## config.mk

```make
export PLATFORM = sky130hd
export DESIGN_NAME = miss_tracker
export DESIGN_NICKNAME = d
export VERILOG_FILES = /design/src/rtl/orq_pkg.sv /design/src/rtl/orq_match.sv /design/src/rtl/orq_first_free.sv /design/src/rtl/miss_tracker.sv
export SDC_FILE = /design/constraint.sdc
export NUM_CORES = 1
export LEC_CHECK = 0
export BUFFER_PORTS_ARGS = -buffer_cell sky130_fd_sc_hd__buf_2
export CAP_MARGIN = 20
export CORE_MARGIN = 2
export CORE_UTILIZATION = 35
export CTS_CLUSTER_SIZE = 8
export DETAILED_ROUTE_END_ITERATION = 8
export GPL_ROUTABILITY_DRIVEN = 0
export MAX_ROUTING_LAYER = met4
export SETUP_SLACK_MARGIN = 0.1
export SLEW_MARGIN = 20
export SYNTH_ARGS = -nofsm -noshare
export SYNTH_HDL_FRONTEND = slang
export SYNTH_HIERARCHICAL = 1
export SYNTH_SLANG_ARGS = --single-unit
```

## constraint.sdc

```tcl
create_clock -name clk -period 10.8 [get_ports clk]
set_input_delay 0.54 -clock clk [delete_from_list [all_inputs] [get_ports clk]]
set_output_delay 0.54 -clock clk [all_outputs]
set_load 0.1 [all_outputs]
```

## src/rtl/orq_pkg.sv

```systemverilog
// Shared kinds and decisions for the miss tracker.
// Assumes: encodings are fixed, because the core and the memory side decode them.
package orq_pkg;
    typedef enum logic [1:0] {
        K_LOAD   = 2'd0,
        K_SPEC   = 2'd1,
        K_EXPOSE = 2'd2,
        K_STORE  = 2'd3
    } kind_t;

    typedef enum logic [1:0] {
        ST_ISSUED  = 2'd0,
        ST_MERGED  = 2'd1,
        ST_ALIASED = 2'd2
    } status_t;
endpackage

```

## src/rtl/orq_match.sv

```systemverilog
// Fully associative line lookup over one table.
// Assumes: at most one valid entry holds a given line.
module orq_match #(
    parameter int N      = 4,
    parameter int LINE_W = 16,
    localparam int IW    = (N > 1) ? $clog2(N) : 1
) (
    input  logic [N-1:0]             valid,
    input  logic [N-1:0][LINE_W-1:0] lines,
    input  logic [LINE_W-1:0]        key,
    output logic                     hit,
    output logic [IW-1:0]            idx
);
    logic [N-1:0] eq;

    // per-entry compare
    for (genvar g = 0; g < N; g++) begin : g_cmp
        assign eq[g] = valid[g] && (lines[g] == key);
    end

    // encode the matching position
    always_comb begin
        hit = |eq;
        idx = '0;
        for (int i = 0; i < N; i++) begin
            if (eq[i]) idx = IW'(i);
        end
    end
endmodule

```

## src/rtl/orq_first_free.sv

```systemverilog
// Picks the lowest-numbered free entry of a table.
// Assumes: nothing beyond a valid vector.
module orq_first_free #(
    parameter int N   = 4,
    localparam int IW = (N > 1) ? $clog2(N) : 1
) (
    input  logic [N-1:0]  valid,
    output logic          any_free,
    output logic [IW-1:0] idx
);
    // scan from the top so that the lowest free slot wins
    always_comb begin
        any_free = ~&valid;
        idx = '0;
        for (int i = N - 1; i >= 0; i--) begin
            if (!valid[i]) idx = IW'(i);
        end
    end
endmodule

```

## src/rtl/miss_tracker.sv

```systemverilog
// Outstanding request tracker with separate read and write tables.
// It decides issue / merge / alias for each request, and it plays out
// completions (dependents first, primary last) after each fill.
// Assumes: each accepted fill names an outstanding line in the table chosen
// by fill_write, and req_off + req_size never exceeds LINE_BYTES.
module miss_tracker #(
    parameter int LINE_W     = 16,
    parameter int TAG_W      = 4,
    parameter int LINE_BYTES = 8,
    parameter int RD_ENTRIES = 4,
    parameter int WR_ENTRIES = 4,
    parameter int DEPS       = 2,
    parameter int CNT_W      = 8,
    localparam int DATA_W    = LINE_BYTES * 8,
    localparam int OFF_W     = $clog2(LINE_BYTES),
    localparam int SIZE_W    = $clog2(LINE_BYTES) + 1,
    localparam int OCNT_W    = $clog2(RD_ENTRIES + WR_ENTRIES + 1)
) (
    input  logic              clk,
    input  logic              rst_n,
    input  logic              req_valid,
    output logic              req_ready,
    input  logic [1:0]        req_kind,
    input  logic [LINE_W-1:0] req_line,
    input  logic [TAG_W-1:0]  req_tag,
    input  logic [OFF_W-1:0]  req_off,
    input  logic [SIZE_W-1:0] req_size,
    output logic [1:0]        req_status,
    output logic              iss_valid,
    output logic [1:0]        iss_kind,
    output logic [LINE_W-1:0] iss_line,
    output logic [TAG_W-1:0]  iss_tag,
    output logic              iss_payload,
    input  logic              fill_valid,
    output logic              fill_ready,
    input  logic              fill_write,
    input  logic [LINE_W-1:0] fill_line,
    input  logic              fill_external,
    input  logic [DATA_W-1:0] fill_data,
    output logic              cpl_valid,
    output logic [1:0]        cpl_kind,
    output logic [TAG_W-1:0]  cpl_tag,
    output logic [DATA_W-1:0] cpl_data,
    output logic              cpl_l1hit,
    output logic [OCNT_W-1:0] out_count,
    output logic [CNT_W-1:0]  ld_on_ld
);
    import orq_pkg::*;

    localparam int RIW    = (RD_ENTRIES > 1) ? $clog2(RD_ENTRIES) : 1;
    localparam int WIW    = (WR_ENTRIES > 1) ? $clog2(WR_ENTRIES) : 1;
    localparam int DCNT_W = $clog2(DEPS + 1);
    localparam int DSEL_W = (DEPS > 1) ? $clog2(DEPS) : 1;

    // read table
    logic [RD_ENTRIES-1:0]             rd_valid;
    logic [RD_ENTRIES-1:0][LINE_W-1:0] rd_line;
    kind_t                             rd_kind [RD_ENTRIES];
    logic [TAG_W-1:0]                  rd_tag  [RD_ENTRIES];
    logic [OFF_W-1:0]                  rd_off  [RD_ENTRIES];
    logic [SIZE_W-1:0]                 rd_size [RD_ENTRIES];
    logic [DCNT_W-1:0]                 rd_ndep [RD_ENTRIES];
    logic [TAG_W-1:0]                  dep_tag  [RD_ENTRIES][DEPS];
    logic [OFF_W-1:0]                  dep_off  [RD_ENTRIES][DEPS];
    logic [SIZE_W-1:0]                 dep_size [RD_ENTRIES][DEPS];
    // write table
    logic [WR_ENTRIES-1:0]             wr_valid;
    logic [WR_ENTRIES-1:0][LINE_W-1:0] wr_line;
    logic [TAG_W-1:0]                  wr_tag [WR_ENTRIES];
    // completion sequencer
    logic              busy, d_write, d_l1hit;
    logic [RIW-1:0]    d_ridx;
    logic [WIW-1:0]    d_widx;
    logic [DCNT_W-1:0] d_pos, d_ndep;
    logic [DATA_W-1:0] d_data;
    logic              at_primary, retire;

    kind_t             rk;
    status_t           st;
    logic [LINE_W-1:0] key;
    logic              rd_hit, wr_hit, rd_free, wr_free, is_rd, can_merge;
    logic              accept, issued, merged, ldld_inc, fill_go;
    logic [RIW-1:0]    rd_hidx, rd_fidx;
    logic [WIW-1:0]    wr_hidx, wr_fidx;
    logic [DSEL_W-1:0] m_slot, d_sel;

    // the fill owns the lookup whenever it is present; requests are held off then
    assign key = fill_valid ? fill_line : req_line;

    orq_match #(.N(RD_ENTRIES), .LINE_W(LINE_W)) i_rd_match (
        .valid(rd_valid), .lines(rd_line), .key(key), .hit(rd_hit), .idx(rd_hidx));
    orq_match #(.N(WR_ENTRIES), .LINE_W(LINE_W)) i_wr_match (
        .valid(wr_valid), .lines(wr_line), .key(key), .hit(wr_hit), .idx(wr_hidx));
    orq_first_free #(.N(RD_ENTRIES)) i_rd_free (
        .valid(rd_valid), .any_free(rd_free), .idx(rd_fidx));
    orq_first_free #(.N(WR_ENTRIES)) i_wr_free (
        .valid(wr_valid), .any_free(wr_free), .idx(wr_fidx));

    // cut size bytes at byte offset off out of a returned line
    function automatic logic [DATA_W-1:0] pick_bytes(input logic [DATA_W-1:0] ln,
                                                     input logic [OFF_W-1:0] off,
                                                     input logic [SIZE_W-1:0] sz);
        logic [DATA_W-1:0] r;
        r = '0;
        for (int b = 0; b < LINE_BYTES; b++) begin
            if (b < int'(sz) && int'(off) + b < LINE_BYTES)
                r[b*8 +: 8] = ln[(int'(off) + b)*8 +: 8];
        end
        return r;
    endfunction

    // request decision: issue, merge or alias
    always_comb begin
        rk        = kind_t'(req_kind);
        is_rd     = (rk != K_STORE);
        can_merge = is_rd && rk == K_SPEC && rd_hit && rd_kind[rd_hidx] == K_SPEC
                    && rd_ndep[rd_hidx] < DCNT_W'(DEPS);
        if (rd_hit || wr_hit) st = can_merge ? ST_MERGED : ST_ALIASED;
        else                  st = ST_ISSUED;
        req_ready = !busy && !fill_valid && (is_rd ? rd_free : wr_free);
        accept    = req_valid && req_ready;
        issued    = accept && st == ST_ISSUED;
        merged    = accept && st == ST_MERGED;
        ldld_inc  = accept && is_rd && rd_hit && !can_merge;
        m_slot    = rd_ndep[rd_hidx][DSEL_W-1:0];
    end

    assign req_status  = st;
    assign iss_valid   = issued;
    assign iss_kind    = req_kind;
    assign iss_line    = req_line;
    assign iss_tag     = req_tag;
    assign iss_payload = (rk == K_STORE);

    assign fill_ready = !busy;
    assign fill_go    = fill_valid && !busy;

    // completion view of the entry being drained
    always_comb begin
        d_ndep     = d_write ? '0 : rd_ndep[d_ridx];
        at_primary = (d_pos == d_ndep);
        retire     = busy && at_primary;
        d_sel      = d_pos[DSEL_W-1:0];
        cpl_valid  = busy;
        cpl_l1hit  = d_l1hit;
        if (d_write) begin
            cpl_kind = K_STORE;
            cpl_tag  = wr_tag[d_widx];
            cpl_data = '0;
        end else if (at_primary) begin
            cpl_kind = rd_kind[d_ridx];
            cpl_tag  = rd_tag[d_ridx];
            cpl_data = (rd_kind[d_ridx] == K_LOAD || rd_kind[d_ridx] == K_SPEC)
                       ? pick_bytes(d_data, rd_off[d_ridx], rd_size[d_ridx]) : '0;
        end else begin
            cpl_kind = K_SPEC;
            cpl_tag  = dep_tag[d_ridx][d_sel];
            cpl_data = pick_bytes(d_data, dep_off[d_ridx][d_sel], dep_size[d_ridx][d_sel]);
        end
    end

    // control state: valid bits, dependent counts, sequencer, counters
    always_ff @(posedge clk) begin
        if (!rst_n) begin
            rd_valid  <= '0;
            wr_valid  <= '0;
            busy      <= 1'b0;
            d_pos     <= '0;
            d_write   <= 1'b0;
            d_ridx    <= '0;
            d_widx    <= '0;
            out_count <= '0;
            ld_on_ld  <= '0;
            for (int i = 0; i < RD_ENTRIES; i++) rd_ndep[i] <= '0;
        end else begin
            if (issued && is_rd) begin
                rd_valid[rd_fidx] <= 1'b1;
                rd_ndep[rd_fidx]  <= '0;
            end
            if (issued && !is_rd) wr_valid[wr_fidx] <= 1'b1;
            if (merged) rd_ndep[rd_hidx] <= rd_ndep[rd_hidx] + DCNT_W'(1);
            if (ldld_inc) ld_on_ld <= ld_on_ld + CNT_W'(1);
            if (fill_go) begin
                busy    <= 1'b1;
                d_pos   <= '0;
                d_write <= fill_write;
                d_ridx  <= rd_hidx;
                d_widx  <= wr_hidx;
            end else if (busy) begin
                if (at_primary) begin
                    busy <= 1'b0;
                    if (d_write) wr_valid[d_widx] <= 1'b0;
                    else         rd_valid[d_ridx] <= 1'b0;
                end else begin
                    d_pos <= d_pos + DCNT_W'(1);
                end
            end
            out_count <= out_count + OCNT_W'(issued) - OCNT_W'(retire);
        end
    end

    // payload state: line, tag, bytes and fill data (no reset needed)
    always_ff @(posedge clk) begin
        if (issued && is_rd) begin
            rd_line[rd_fidx] <= req_line;
            rd_kind[rd_fidx] <= rk;
            rd_tag[rd_fidx]  <= req_tag;
            rd_off[rd_fidx]  <= req_off;
            rd_size[rd_fidx] <= req_size;
        end
        if (issued && !is_rd) begin
            wr_line[wr_fidx] <= req_line;
            wr_tag[wr_fidx]  <= req_tag;
        end
        if (merged) begin
            dep_tag[rd_hidx][m_slot]  <= req_tag;
            dep_off[rd_hidx][m_slot]  <= req_off;
            dep_size[rd_hidx][m_slot] <= req_size;
        end
        if (fill_go) begin
            d_data  <= fill_data;
            d_l1hit <= !fill_external;
        end
    end

    // ---- assertions ----
    // a full read table refuses read-class requests
    a_r10_rd_full_blocks: assert property (@(posedge clk) disable iff (!rst_n)
        (req_valid && req_kind != 2'd3 && &rd_valid) |-> !req_ready);
    // both input ports are held off while completions play out
    a_r7_drain_blocks_ports: assert property (@(posedge clk) disable iff (!rst_n)
        cpl_valid |-> (!req_ready && !fill_ready));
    // the running count agrees with the occupied entries
    a_r9_count_tracks: assert property (@(posedge clk) disable iff (!rst_n)
        int'(out_count) == $countones(rd_valid) + $countones(wr_valid));
    // a primary read completion leaves its entry free on the next cycle
    a_r9_primary_frees: assert property (@(posedge clk) disable iff (!rst_n)
        (retire && !d_write) |=> !rd_valid[$past(d_ridx)]);
    // the alias counter steps by at most one
    a_r4_ldld_step: assert property (@(posedge clk) disable iff (!rst_n)
        1'b1 |=> (ld_on_ld == $past(ld_on_ld) || ld_on_ld == $past(ld_on_ld) + CNT_W'(1)));
    // an accepted fill names an outstanding line
    a_r7_fill_known: assert property (@(posedge clk) disable iff (!rst_n)
        fill_go |-> (fill_write ? wr_hit : rd_hit));
    // dependent lists never exceed their depth
    for (genvar g = 0; g < RD_ENTRIES; g++) begin : g_dep_chk
        a_r3_dep_bound: assert property (@(posedge clk) disable iff (!rst_n)
            rd_ndep[g] <= DCNT_W'(DEPS));
    end
endmodule

```

== Yosys cells after proc, flatten, opt, wreduce, memory -nomap -nowiden ==
Memory sizes are Yosys's and may differ from the RTL's. A register that Yosys moved wholly into a read port is not among the register bits.
Cells that the tools add are included.

* Register bits: 221
* Latch bits: 0
* RAM bits: 164
* Bits in read-only memories: 0
* Bits of input ports: 115
* Output and inout bits: 112
* Memories kept: 9

{| class="wikitable"
|+ Memory list
! name !! depth !! width !! read ports !! clocked after Yosys merged registers in !! write ports !! RTL line !! source
|-
| dep_size || 4 || 8 || 1 || 1 || 1 || miss_tracker.sv:65 || <nowiki>logic [SIZE_W-1:0] dep_size [RD_ENTRIES][DEPS];</nowiki>
|-
| dep_tag || 4 || 8 || 1 || 1 || 1 || miss_tracker.sv:63 || <nowiki>logic [TAG_W-1:0] dep_tag [RD_ENTRIES][DEPS];</nowiki>
|-
| dep_off || 4 || 6 || 1 || 1 || 1 || miss_tracker.sv:64 || <nowiki>logic [OFF_W-1:0] dep_off [RD_ENTRIES][DEPS];</nowiki>
|-
| rd_size || 4 || 4 || 1 || 1 || 1 || miss_tracker.sv:61 || <nowiki>logic [SIZE_W-1:0] rd_size [RD_ENTRIES];</nowiki>
|-
| rd_tag || 4 || 4 || 1 || 1 || 1 || miss_tracker.sv:59 || <nowiki>logic [TAG_W-1:0] rd_tag [RD_ENTRIES];</nowiki>
|-
| wr_tag || 4 || 4 || 1 || 1 || 1 || miss_tracker.sv:69 || <nowiki>logic [TAG_W-1:0] wr_tag [WR_ENTRIES];</nowiki>
|-
| 3 more memories || n/a || n/a || n/a || n/a || n/a || n/a ||
|}

* $add $sub $neg: 19
* $mul: 0
* Divide/modulo/power cells: 0
* $lt $le $gt $ge: 44
* Equal/unequal tests: 15
* Shifts and indexed selects: 16
* Muxes and demuxes: 120
* Bitwise operators: 10
* Reduce and logical (&&, ||, !) cells: 64

{| class="wikitable"
|+ Operators with widths
! kind !! count
|-
| $shiftx 64x8->8 || 14
|-
| $lt 32x5->1 const B || 14
|-
| $mux 64 || 3
|-
| $mux 8 || 17
|-
| $bwmux 64 || 2
|-
| $eq 16x16->1 || 8
|-
| $shiftx 64x7->8 || 2
|-
| $mux 4 || 21
|-
| $mux 2 || 39
|-
| $demux 16 s2 || 2
|-
| $mux 16 || 3
|-
| $logic_and 1x1->1 || 45
|-
| $add 3x3->4 const B || 8
|-
| $lt 3x4->1 const A || 8
|-
| $mux 1 || 22
|-
| $add 3x2->4 const B || 4
|-
| $lt 1x4->1 const A || 4
|-
| $lt 2x4->1 const A || 4
|-
| $lt 2x3->1 const B || 4
|-
| $mux 3 || 4
|-
| $add 3x1->4 const B || 2
|-
| $add 8x1->8 const B || 1
|-
| $and 4x4->4 || 2
|-
| $demux 1 s2 || 4
|-
| other kinds (26) || 51
|}

== Logic depth before layout (Yosys ltp) ==
An unclocked memory read counts as a cell.

* Word-level depth: 22
* Gate-level depth with buffers: 16
* Mapped depth without buffers: 13

== Cells and area by module ==
Netlist, hierarchy kept.

{| class="wikitable"
|+ By module, submodules not included
! module !! instances !! cells each !! area each (µm²) !! seq. area each (µm²)
|-
| miss_tracker || 1 || 1377 || 18756.7 || 11360.9
|-
| orq_match || 2 || 104 || 790.8 || 0.0
|-
| orq_first_free || 2 || 5 || 28.8 || 0.0
|}

== Worst setup path after synthesis ==
OpenSTA, ideal clock, no wires.

* Path type: register to output
* From: reg with a tool-made name
* To: out cpl_data[4]
* Data arrival time: 6.542 ns
* Slack: 3.718 ns
* Cell stages (with the launch flop): 11
* Buffers on the path: 5
* Cells stage by stage: dfxtp_1 > buf_6 > buf_12 > buf_4 > mux4_2 > buf_4 > buf_4 > mux2i_1 > a221oi_1 > a21oi_1 > a2111oi_0

{| class="wikitable"
|+ RTL lines
! element !! RTL line !! source
|-
| end, declared || miss_tracker.sv:43 || <nowiki>output logic [DATA_W-1:0] cpl_data,</nowiki>
|}

==> impl_metrics.json <==
{
  "core_area_mm2": 0.0577,
  "h-tree-depth": 2,
  "r2r_cells": 14,
  "start_util": 0.354,
  "grt_pass1_vias": 14319,
  "holdBufCountCts": 0,
  "nets": 1889,
  "die_area_mm2": 0.0602,
  "crit_chain": "buf_4 -> mux4_2 -> xnor2_2 -> nand4_1 -> o21ai_4 -> buf_4 -> nor2_1 -> a2111oi_0 -> buf_2",
  "synth-xor-area-share": 0.0613,
  "cap_violations": 0,
  "grt_pass1_wl_mm": 92.3,
  "ys.flop_type": "edfxtp_1",
  "synthesis.area_mm2": 0.0204,
  "crit_family": "buffers and inverters",
  "viasPerCell": 5.69,
  "post-route-period-util": 0.562,
  "rows": 88,
  "layout_setup_ws_ns": 4.73,
  "p_leak_nw": 8.27,
  "drcViolationCount": 0,
  "drive_gt1_frac": 0.246,
  "clk_pin_slew_ns": 0.05,
  "min-delay-start": "fill_data[8]",
  "die_y_um": 245,
  "setup_violations": 0,
  "layout_common_cells": "edfxtp_1, buf_2, mux2i_1, xnor2_1, nand2_1",
  "arrival_ns": 5.53,
  "critPathMaxStageDelay_ns": 0.94,
  "cp_max_fo": 51,
  "grt_max_degree": 67,
  "crit_type": "reg2out",
  "synth_top_area_share": 0.526,
  "yosysUniqueCellTypes": 84,
  "cts_buffer_depth": 3,
  "maxClockFrequency_ghz": 0.165,
  "detail_route.iter0.violations": 1750,
  "worst_slew_pin_slew_ns": 1.21,
  "multi_input_area_mm2": 0.00825,
  "syn_avg_cell_area_um2": 12.8,
  "regArea_mm2": 0.0114,
  "r2r-end": "out_count[2]$_SDFF_PN0_",
  "synth-edff-count": 357,
  "rsz0062_at_grt": "false",
  "hold_violations": 0,
  "setup_tns_ns": 0,
  "min_path_type": "in2reg",
  "grt-ovfl-total": 0,
  "postCtsSetupRepairBufs": 0,
  "outcome": "completed",
  "pin_count": 227,
  "reg2reg_setup_slack_ns": 6.12,
  "async_flop_share": 0,
  "synthTopCellsByArea": "edfxtp_1, mux2i_1, xnor2_1, mux4_2, dfxtp_1",
  "ant_nets": 0,
  "cts.repair.resized": 0,
  "firstDrtPassIters": 8,
  "start_kind": "flip-flop",
  "post_drt_wl_per_cell_um": 24.3,
  "hpwl_mm": 42.0,
  "drv_slew": 0,
  "hold_path_end": "d_data[8]$_DFFE_PP_",
  "grt_usage": 0.209,
  "die_w_um": 245,
  "pre_cts_ws_ns": 5.24,
  "clk_latency_ns": 0.65,
  "synthAdderAreaFrac": 0.00405,
  "wirelength_mm": 62.5,
  "crit_required_ns": 10.26,
  "synth_top_family_by_area": "multiplexers",
  "critPathCaptureType": "output port",
  "port_buffers": 226,
  "yosysTopAreaCell": "edfxtp_1",
  "cts_tree": "built",
  "cts_sinks": 389,
  "cts-root-buf": "clkbuf_16",
  "slowest_stage": "a2111oi_0",
  "area_delta_synth_final_pct": 16.2,
  "slew-limit-headroom": 0.188,
  "cts_buffers": 56,
  "synth_compound_area_frac": 0.0970,
  "timing.critical_path.buf_inv": 3,
  "peakVddDrop_mv": 0.149,
  "postSynthCellCount": 1595,
  "ys_warn_count": 6,
  "fillers": 5388,
  "synthMuxAreaShare": 0.137,
  "crit_top_cell": "buf_4",
  "via_count": 14621,
  "p_per_area_mw_per_mm2": 176,
  "skew_ns": 0.0821,
  "synth_seq_cells": 389,
  "synth_fp_nets": 1716,
  "synth-simple-area-share": 0.102,
  "antenna_found_initial": 2,
  "final_common_cell": "edfxtp_1",
  "whs_path_depth": 1,
  "ys_seq_area_frac": 0.557,
  "fin_crit_ns": 6.07
}
[stage by stage]
| stage | cells | util | total power [mW] | hold slack (ns) | area, um2 |
|---|---|---|---|---|---|
| floorplan | 1595 | - | 2.36 | 0.464 | 20400 |
| global placement | 2472 | 0.381 | 2.53 | 0.498 | 22000 |
| detailed placement | 2472 | 0.381 | 2.54 | 0.495 | 22000 |
| CTS | 2564 | 0.410 | 4.21 | 0.0814 | 23600 |
| global route | 2569 | 0.411 | 4.32 | 0.0858 | 23700 |
| finish | 2569 | 0.411 | 4.18 | 0.109 | 23700 |
[how the worst max path moves through the flow]
stage / startpoint / endpoint / slack, ns / cells past startpoint
floorplan: flip-flop / cpl_data[4] / 3.72 / 10
global placement: fill_valid / dep_off[3][1]$_DFFE_PP_ / 5.43 / 10
detailed placement: fill_valid / dep_off[3][1]$_DFFE_PP_ / 5.24 / 10
CTS: flip-flop / cpl_data[0] / 4.74 / 9
global route: flip-flop / cpl_data[0] / 4.48 / 9
finish: flip-flop / cpl_data[0] / 4.73 / 9
[worst reg2reg max path: stages (launching register included)]
cell and delay (ns):
dfxtp_2 0.31, buf_4 0.65, mux4_2 0.67, xnor2_2 0.37, nand4_1 0.22, o21ai_4 0.10, buf_4 0.55, and2_1 0.45
ha_1 0.30, inv_1 0.05, ha_1 0.19, inv_1 0.07, fa_1 0.37, xnor2_1 0.13, and2_1 0.14
[cell type report]
class / count / share of cell area
Clock buffer: 84 / 0.0635
Multi-Input combinational cell: 1047 / 0.348
Clock inverter: 8 / 0.00686
Timing Repair Buffer: 254 / 0.0584
Antenna cell: 2 / 0.000211
Tap cell: 765 / 0.0404
Sequential cell: 389 / 0.479
Inverter: 20 / 0.00317
[routing by layer]
layer | global-route usage | wire length [um]
met1 | 0.282 | 26400
met2 | 0.317 | 28400
met3 | 0.0382 | 5800
met4 | 0.0711 | 1870
met5 | - | 0
[cell usage after synthesis (4+ instances only)]
master and n:
mux2i_1 131, xnor2_1 131, clkbuf_1 44, ha_1 5
nand2_1 123, xor2_1 10, buf_6 7, a21oi_1 44
buf_4 33, a31oi_1 11, nand3_1 28, o21ai_0 55
nor3_1 31, buf_2 47, nand2b_1 10, a22o_1 14
a2111oi_0 4, o22ai_1 21, nor2b_1 21, and2_1 23
buf_1 6, o2bb2ai_1 13, a22oi_1 9, nand4_1 35
nor2_1 68, a21o_1 11, nor3b_1 12, o311a_1 4
a32oi_1 4, o211ai_1 5, a311oi_1 4, and3_1 9
mux4_2 46, a32o_1 7, a221oi_1 13, dfxtp_1 32
inv_1 19, or2_2 9, a211oi_1 24, mux2_2 36
nor4_1 11, edfxtp_1 357, o221a_2 5
[report_power, final]
part	internal (mW)	total [mW]	switching, mW
Clock	1.00	1.66	0.655
Sequential	1.68	1.72	0.0370
Combinational	0.187	0.802	0.615
Total	2.87	4.18	1.31
[cell families (layout without fill, tap and decap cells)]
family	count (synthesis)	after routing
simple gates	405	405
flops	389	389
compound gates	278	278
mux	216	216
buf+inv	159	366
xor+xnor	142	142
fa+ha+maj	6	6
other cells	0	2
[registers in the layout (all words and copies together), names as in the netlist, 2 cells and up, named ones only]
register,flops
d_data,64
d_pos,2
d_ridx,2
d_widx,2
dep_off,24
dep_size,32
dep_tag,32
ld_on_ld,8
out_count,4
rd_kind,8
rd_line,64
rd_ndep,8
rd_off,12
rd_size,16
rd_tag,16
rd_valid,4
wr_line,64
wr_tag,16
wr_valid,4
Note: power is estimated with default switching activity, not from simulation.
